`config.mk`:
```
export PLATFORM = sky130hd
export DESIGN_NAME = jk_shift_reg
export DESIGN_NICKNAME = d
export VERILOG_FILES = /design/src/rtl/jk_shift_pkg.sv /design/src/rtl/jk_shift_ctrl.sv /design/src/rtl/jk_shift_path.sv /design/src/rtl/jk_shift_reg.sv
export SDC_FILE = /design/constraint.sdc
export NUM_CORES = 1
export LEC_CHECK = 0
export CAP_MARGIN = 5
export CORE_AREA = 4 4 41 43
export DETAILED_ROUTE_END_ITERATION = 6
export DIE_AREA = 0 0 45 47
export DONT_BUFFER_PORTS = 1
export PLACE_DENSITY = 0.3
export SYNTH_ARGS = -nofsm -noshare
export SYNTH_HDL_FRONTEND = slang
export SYNTH_SLANG_ARGS = --single-unit
export TNS_END_PERCENT = 20
```
`constraint.sdc`:
```
create_clock -name clk -period 1 [get_ports clk]
set_input_delay 0.1 -clock clk [delete_from_list [all_inputs] [get_ports clk]]
set_output_delay 0.1 -clock clk [all_outputs]
set_load 0.02 [all_outputs]
```
`src/rtl/jk_shift_pkg.sv`:
```
package jk_shift_pkg;

  // Strobes passed from the entry/mode control to the stage datapath
  typedef struct packed {
    logic shiftSel;   // 1: shift toward last stage, 0: parallel load
    logic firstNext;  // next value for stage 0 when shifting
  } shiftStrobes_t;

endpackage

```
`src/rtl/jk_shift_ctrl.sv`:
```
module jk_shift_ctrl
  import jk_shift_pkg::*;
(
  input  logic          modeShift,
  input  logic          jIn,
  input  logic          kInN,
  input  logic          firstQ,
  output shiftStrobes_t strobes
);

  logic entryNext;

  // Entry decode: {J, K_n} = 00 clear, 01 hold, 10 invert, 11 set
  always_comb begin
    unique case ({jIn, kInN})
      2'b00:   entryNext = 1'b0;
      2'b01:   entryNext = firstQ;
      2'b10:   entryNext = ~firstQ;
      default: entryNext = 1'b1;
    endcase
  end

  always_comb begin
    strobes.shiftSel  = modeShift;
    strobes.firstNext = entryNext;
  end

endmodule

```
`src/rtl/jk_shift_path.sv`:
```
module jk_shift_path
  import jk_shift_pkg::*;
#(
  parameter int WIDTH = 4
) (
  input  logic             clk,
  input  logic             rstN,
  input  shiftStrobes_t    strobes,
  input  logic [WIDTH-1:0] parIn,
  input  logic             modeShift,
  input  logic             jIn,
  input  logic             kInN,
  output logic [WIDTH-1:0] qOut
);

  localparam int LAST = WIDTH - 1;

  logic [WIDTH-1:0] stageNext;

  generate
    for (genvar i = 0; i < WIDTH; i++) begin : g_stage
      if (i == 0) begin : g_first
        assign stageNext[i] = strobes.shiftSel ? strobes.firstNext : parIn[i];
      end else begin : g_rest
        assign stageNext[i] = strobes.shiftSel ? qOut[i-1] : parIn[i];
      end
    end
  endgenerate

  always_ff @(posedge clk or negedge rstN) begin
    if (!rstN) qOut <= '0;
    else       qOut <= stageNext;
  end

  AST_LOAD_WORD: assert property (@(posedge clk) disable iff (!rstN)
    !modeShift |=> qOut == $past(parIn));

  AST_SHIFT_UP: assert property (@(posedge clk) disable iff (!rstN)
    modeShift |=> qOut[LAST:1] == $past(qOut[LAST-1:0]));

  AST_ENTRY_SET: assert property (@(posedge clk) disable iff (!rstN)
    (modeShift && jIn && kInN) |=> qOut[0]);

  AST_ENTRY_CLEAR: assert property (@(posedge clk) disable iff (!rstN)
    (modeShift && !jIn && !kInN) |=> !qOut[0]);

  AST_ENTRY_INVERT: assert property (@(posedge clk) disable iff (!rstN)
    (modeShift && jIn && !kInN) |=> qOut[0] != $past(qOut[0]));

  AST_ENTRY_HOLD: assert property (@(posedge clk) disable iff (!rstN)
    (modeShift && !jIn && kInN) |=> $stable(qOut[0]));

  AST_RESET_CLEARS: assert property (@(posedge clk)
    !rstN |-> qOut == '0);

endmodule

```
`src/rtl/jk_shift_reg.sv`:
```
module jk_shift_reg
  import jk_shift_pkg::*;
#(
  parameter int WIDTH = 4
) (
  input  logic             clk,
  input  logic             rstN,
  input  logic             modeShift,
  input  logic             jIn,
  input  logic             kInN,
  input  logic [WIDTH-1:0] parIn,
  output logic [WIDTH-1:0] qOut,
  output logic             lastN
);

  shiftStrobes_t strobes;

  jk_shift_ctrl i_ctrl (
    .modeShift (modeShift),
    .jIn       (jIn),
    .kInN      (kInN),
    .firstQ    (qOut[0]),
    .strobes   (strobes)
  );

  jk_shift_path #(.WIDTH(WIDTH)) i_path (
    .clk       (clk),
    .rstN      (rstN),
    .strobes   (strobes),
    .parIn     (parIn),
    .modeShift (modeShift),
    .jIn       (jIn),
    .kInN      (kInN),
    .qOut      (qOut)
  );

  // inverted last stage
  assign lastN = ~qOut[WIDTH-1];

endmodule

```
# Word level (Yosys, flattened, before mapping)
# Cells that the tools add are included.
# word_totals
register_bits,4
input_bits,9
output_inout_bits,5
elab_cells,13
# classes
n_eq_ne,3
mux,5
bitwise_logic,2
reduce_logical,1
# op_table
op,n
$mux W1,4
$pmux W1 S3,1
$eq A2 B1 Y1 const B,1
$eq A2 B2 Y1 const B,1
$logic_not A2 Y1,1
$ne A2 B2 Y1 const B,1
$not A1 Y1,2

# Longest topological paths before layout
# logic_depth
ltp_word,3
depth_mapped,2
depth_no_buf,2

# Cells and area by module
# From an unflattened synthesis, not the netlist that was laid out.
# hier_totals
cells_unflattened,12
area_unflattened_um2,178.9
# modules_own_cells
mod,n_inst,cells_each,area_per_inst_um2,seq_area_each_um2
jk_shift_path,1,8,145.1,100.1
jk_shift_ctrl,1,3,30.0,0.0
jk_shift_reg,1,1,3.8,0.0

# Worst setup path after synthesis
# Ideal clock, no wire load.
# synth_timing
path_type,flip-flop to flip-flop
startpoint,register i_path.qOut[1]
endpoint,register i_path.qOut[2]
setup_time_ns,0.125
arrival_time_ns,0.703
required_time_ns,0.875
slack_ns,0.173
path_stages_with_launch,2
path_buffers,0
period_less_slack_ns,0.827
path_cell_list,dfrtp_1 mux2_2
# synth_via
elab_chain_cells,1
# synth_rtl
element,line,text
start: declaration,jk_shift_path.sv:13,output logic [WIDTH-1:0] qOut
start signal: assignment,jk_shift_path.sv:32,else qOut <= stageNext;
$mux W1,jk_shift_path.sv:25,assign stageNext[i] = strobes.shiftSel ? qOut[i-1] : parIn[i];
net i_path.stageNext[2],jk_shift_path.sv:18,logic [WIDTH-1:0] stageNext;
# The timed path passes the listed nets, and every way through them passes these cells.
# A chain may end at the register's enable or synchronous reset.

# Worst setup path in the final report
# layout_timing
startpoint,register i_path.qOut[3]
endpoint,output port lastN
# layout_via
elab_chain_cells,1
# layout_rtl
element,line,text
$not A1 Y1,jk_shift_reg.sv:38,assign lastN = ~qOut[WIDTH-1];
end: declaration,jk_shift_reg.sv:13,output logic lastN
# No other way between the ends.

==> impl_metrics.sql <==
INSERT INTO impl_metrics (metric_group, metric, value, unit) VALUES
('outcome', 'result_of_the_run', 'finished, final reports clean', ''),
('synthesis', 'synthesis.instances', '12', ''),
('sta', 'fmaxAchievable', '1.07', 'GHz'),
('global_routing', 'grt_start_max_net_pins', '6', ''),
('final_layout', 'largestRegisters', 'i_path.qOut x4', ''),
('drt', 'wl_per_cell', '12.3', 'um'),
('global_routing', 'remaining_global_route_overflow', '0', ''),
('cts', 'worst_skew_pair_later_pin_latency', '0.24', 'ns'),
('final_layout', 'fill_cells', '161', ''),
('floorplanning', 'effective_utilization_at_floorplan', '0.126', ''),
('cts', 'cts_root_buffer', 'sky130_fd_sc_hd__clkbuf_4', ''),
('sta', 'slew_worst_pin', '0.237', 'ns'),
('setup_path', 'worst_path_max_delay_cell', 'sky130_fd_sc_hd__dfrtp_1', ''),
('sta', 'slew_viol_final', '0', ''),
('synthesis', 'synth_xor_area_frac', '0', ''),
('setup_path', 'reg2reg_to', 'i_path.qOut[1]', ''),
('sta', 'final.setup_skew', '0.00428', 'ns'),
('setup_path', 'start_kind', 'flop', ''),
('setup_path', 'path_buf_inv', '1', ''),
('power_and_ir_drop', 'power_density', '1960', 'nW/um2'),
('synthesis', 'combinational_family_with_the_most_area_after_synthesis', 'multiplexers', ''),
('floorplanning', 'floorplan.die_area', '2120', 'um2'),
('setup_path', 'critical_path_peak_fanout', '2', ''),
('synthesis', 'seq_area_frac_synth', '0.611', ''),
('sta', 'finalSetupViolations', '0', ''),
('global_routing', 'grt_first_pass_wirelength', '627', 'um'),
('synthesis', 'ys_ff_latch', '4', ''),
('final_layout', 'final_core_utilization', '0.185', ''),
('synthesis', 'synth-compound-area-share', '0.0305', ''),
('placement', 'port_buffers', '0', ''),
('final_layout', 'finish.instance_area', '240', 'um2'),
('placement', 'standard_cell_area_after_detailed_placement', '198', 'um2'),
('placement', 'gpl.final_weighted_congestion', '0.518', ''),
('run', 'max_cap_viol_count', '0', ''),
('final_layout', 'antenna-diode-count', '0', ''),
('worst_hold_path', 'min_path_type', 'primary input to flop', ''),
('synthesis', 'share_of_cell_area_taken_by_muxes_after_synthesis', '0.267', ''),
('worst_hold_path', 'whs_endpoint', 'i_path.qOut[1]', ''),
('floorplanning', 'die_width', '45', 'um'),
('sta', 'max_slew_margin', '0.842', ''),
('power_and_ir_drop', 'power.ir.vdd_worst', '0.783', 'mV'),
('setup_path', 'worst-r2r-setup-slack', '0.23', 'ns'),
('final_layout', 'post_route_cells_drive_above_1_share', '0.526', ''),
('cts', 'cts_htree_levels', '1', ''),
('drt', 'routed_via_density', '3.38', ''),
('synthesis', 'total_nets_after_synthesis', '21', ''),
('floorplanning', 'top_level_ports', '14', ''),
('global_routing', 'number_of_global_route_vias_before_repair', '138', ''),
('floorplanning', 'placeableCoreArea', '1300', 'um2'),
('setup_path', 'timing.critical_path.from', 'i_path.qOut[3]', ''),
('setup_path', 'cp_data_arrival_time', '0.83', 'ns'),
('global_routing', 'track_usage', '0.0532', ''),
('synthesis', 'post_synth_fa_ha_maj_area_fraction', '0', ''),
('sta', 'post-route-min-period', '0.933', 'ns'),
('synthesis', 'synth.distinct_cells', '7', ''),
('synthesis', 'synthesis.yosys.warnings', '0', ''),
('drt', 'initial_detailed_routing_violation_count', '0', ''),
('final_layout', 'largest_reg_flops', '4', ''),
('cts', 'worst_setup_hold_path_clk_slew', '0.04', 'ns'),
('cts', 'cts_made_buffers', '3', ''),
('sta', 'final_min_period_over_clock_period', '0.933', ''),
('final_layout', 'area.growth.synth_to_final', '46.6', '%'),
('sta', 'rsz0062_at_grt', 'no', ''),
('sta', 'setup_slack', '0.0665', 'ns'),
('synthesis', 'post_synthesis_average_cell_area', '13.7', 'um2'),
('drt', 'ant_nets', '0', ''),
('drt', 'post-route-drc-count', '0', ''),
('setup_path', 'worstPathCellList', 'inv_2', ''),
('worst_hold_path', 'min-delay-start', 'parIn[1]', ''),
('setup_path', 'critPathRequiredTime', '0.90', 'ns'),
('placement', 'dp_hpwl', '327', 'um');
-- cell usage in the layout (no fill, tap or decap), drive strengths merged --
cell         instances
buf                  3
dfrtp                4
inv                  1
mux2                 3
clkbuf               3
a21oi                1
nor2                 1
mux2i                1
dlygate4sd3          2
-- layout make-up --
class	count	area [um2]	share of cell area
clock buffer	3	22.5	0.0938
inverter	1	3.75	0.0156
multi-input combinational	6	52.6	0.219
sequential	4	100	0.417
tap	15	18.8	0.0781
timing repair buffer	5	42.5	0.177
-- worst max path at each step --
stage                     cells after the start              to
after floorplan                               1  i_path.qOut[2]
after global routing                          1           lastN
after detailed placement                      1  i_path.qOut[1]
after CTS                                     1           lastN
after global placement                        1  i_path.qOut[1]
final                                         1           lastN
-- power by group --
group | internal, mW | total (mW) | leakage, nW | switching [mW]
Combinational | 0.0356 | 0.0706 | 0.0483 | 0.0350
Sequential | 0.179 | 0.194 | 0.0460 | 0.0156
Clock | 0.135 | 0.205 | 0.0138 | 0.0705
Total | 0.349 | 0.470 | 0.108 | 0.121
-- layer usage --
metal	vias up	part of all wire	GRT usage	wire, um
met2	9	0.52	0.0706	217
met4	0	0	0.0175	0
met1	53	0.27	0.0346	113
met5	-	0	0	0
li1	53	-	-	-
met3	0	0.21	0.0920	87
-- stage by stage --
stage / instances / total power [mW] / hold slack, ns
2_1_floorplan: 12 / 0.240 / -0.196
3_3_place_gp: 29 / 0.258 / -0.195
3_5_place_dp: 29 / 0.258 / -0.195
4_1_cts: 34 / 0.481 / 0.00561
5_1_grt: 34 / 0.505 / 0.00184
6_report: 34 / 0.470 / 0.0124
-- synth_stat cells --
| cell | count | share of area |
|---|---|---|
| sky130_fd_sc_hd__mux2i_1 | 1 | 0.061 |
| sky130_fd_sc_hd__buf_4 | 1 | 0.046 |
| sky130_fd_sc_hd__nor2_1 | 1 | 0.023 |
| sky130_fd_sc_hd__dfrtp_1 | 4 | 0.61 |
| sky130_fd_sc_hd__inv_1 | 1 | 0.023 |
| sky130_fd_sc_hd__a21oi_1 | 1 | 0.031 |
| sky130_fd_sc_hd__mux2_2 | 3 | 0.21 |
-- cells by family (layout without fill, tap and decap cells) --
logic type,count (synthesis),in the layout
multiplexers,4,4
AO/OA/AOI/OAI,1,1
AND/OR/NAND/NOR,1,1
flip-flops,4,4
buffers and inverters,2,9
-- timing repair --
| item | CTS | global route |
|---|---|---|
| endpoints found under the setup margin | 0 | 1 |
| hold buffers | 2 | 0 |
| endpoints found under the hold margin | 5 | 0 |
| buffers inserted | 0 | 0 |
| gates resized for setup | 0 | 1 |
No activity file was read; power rests on OpenSTA's default activity.
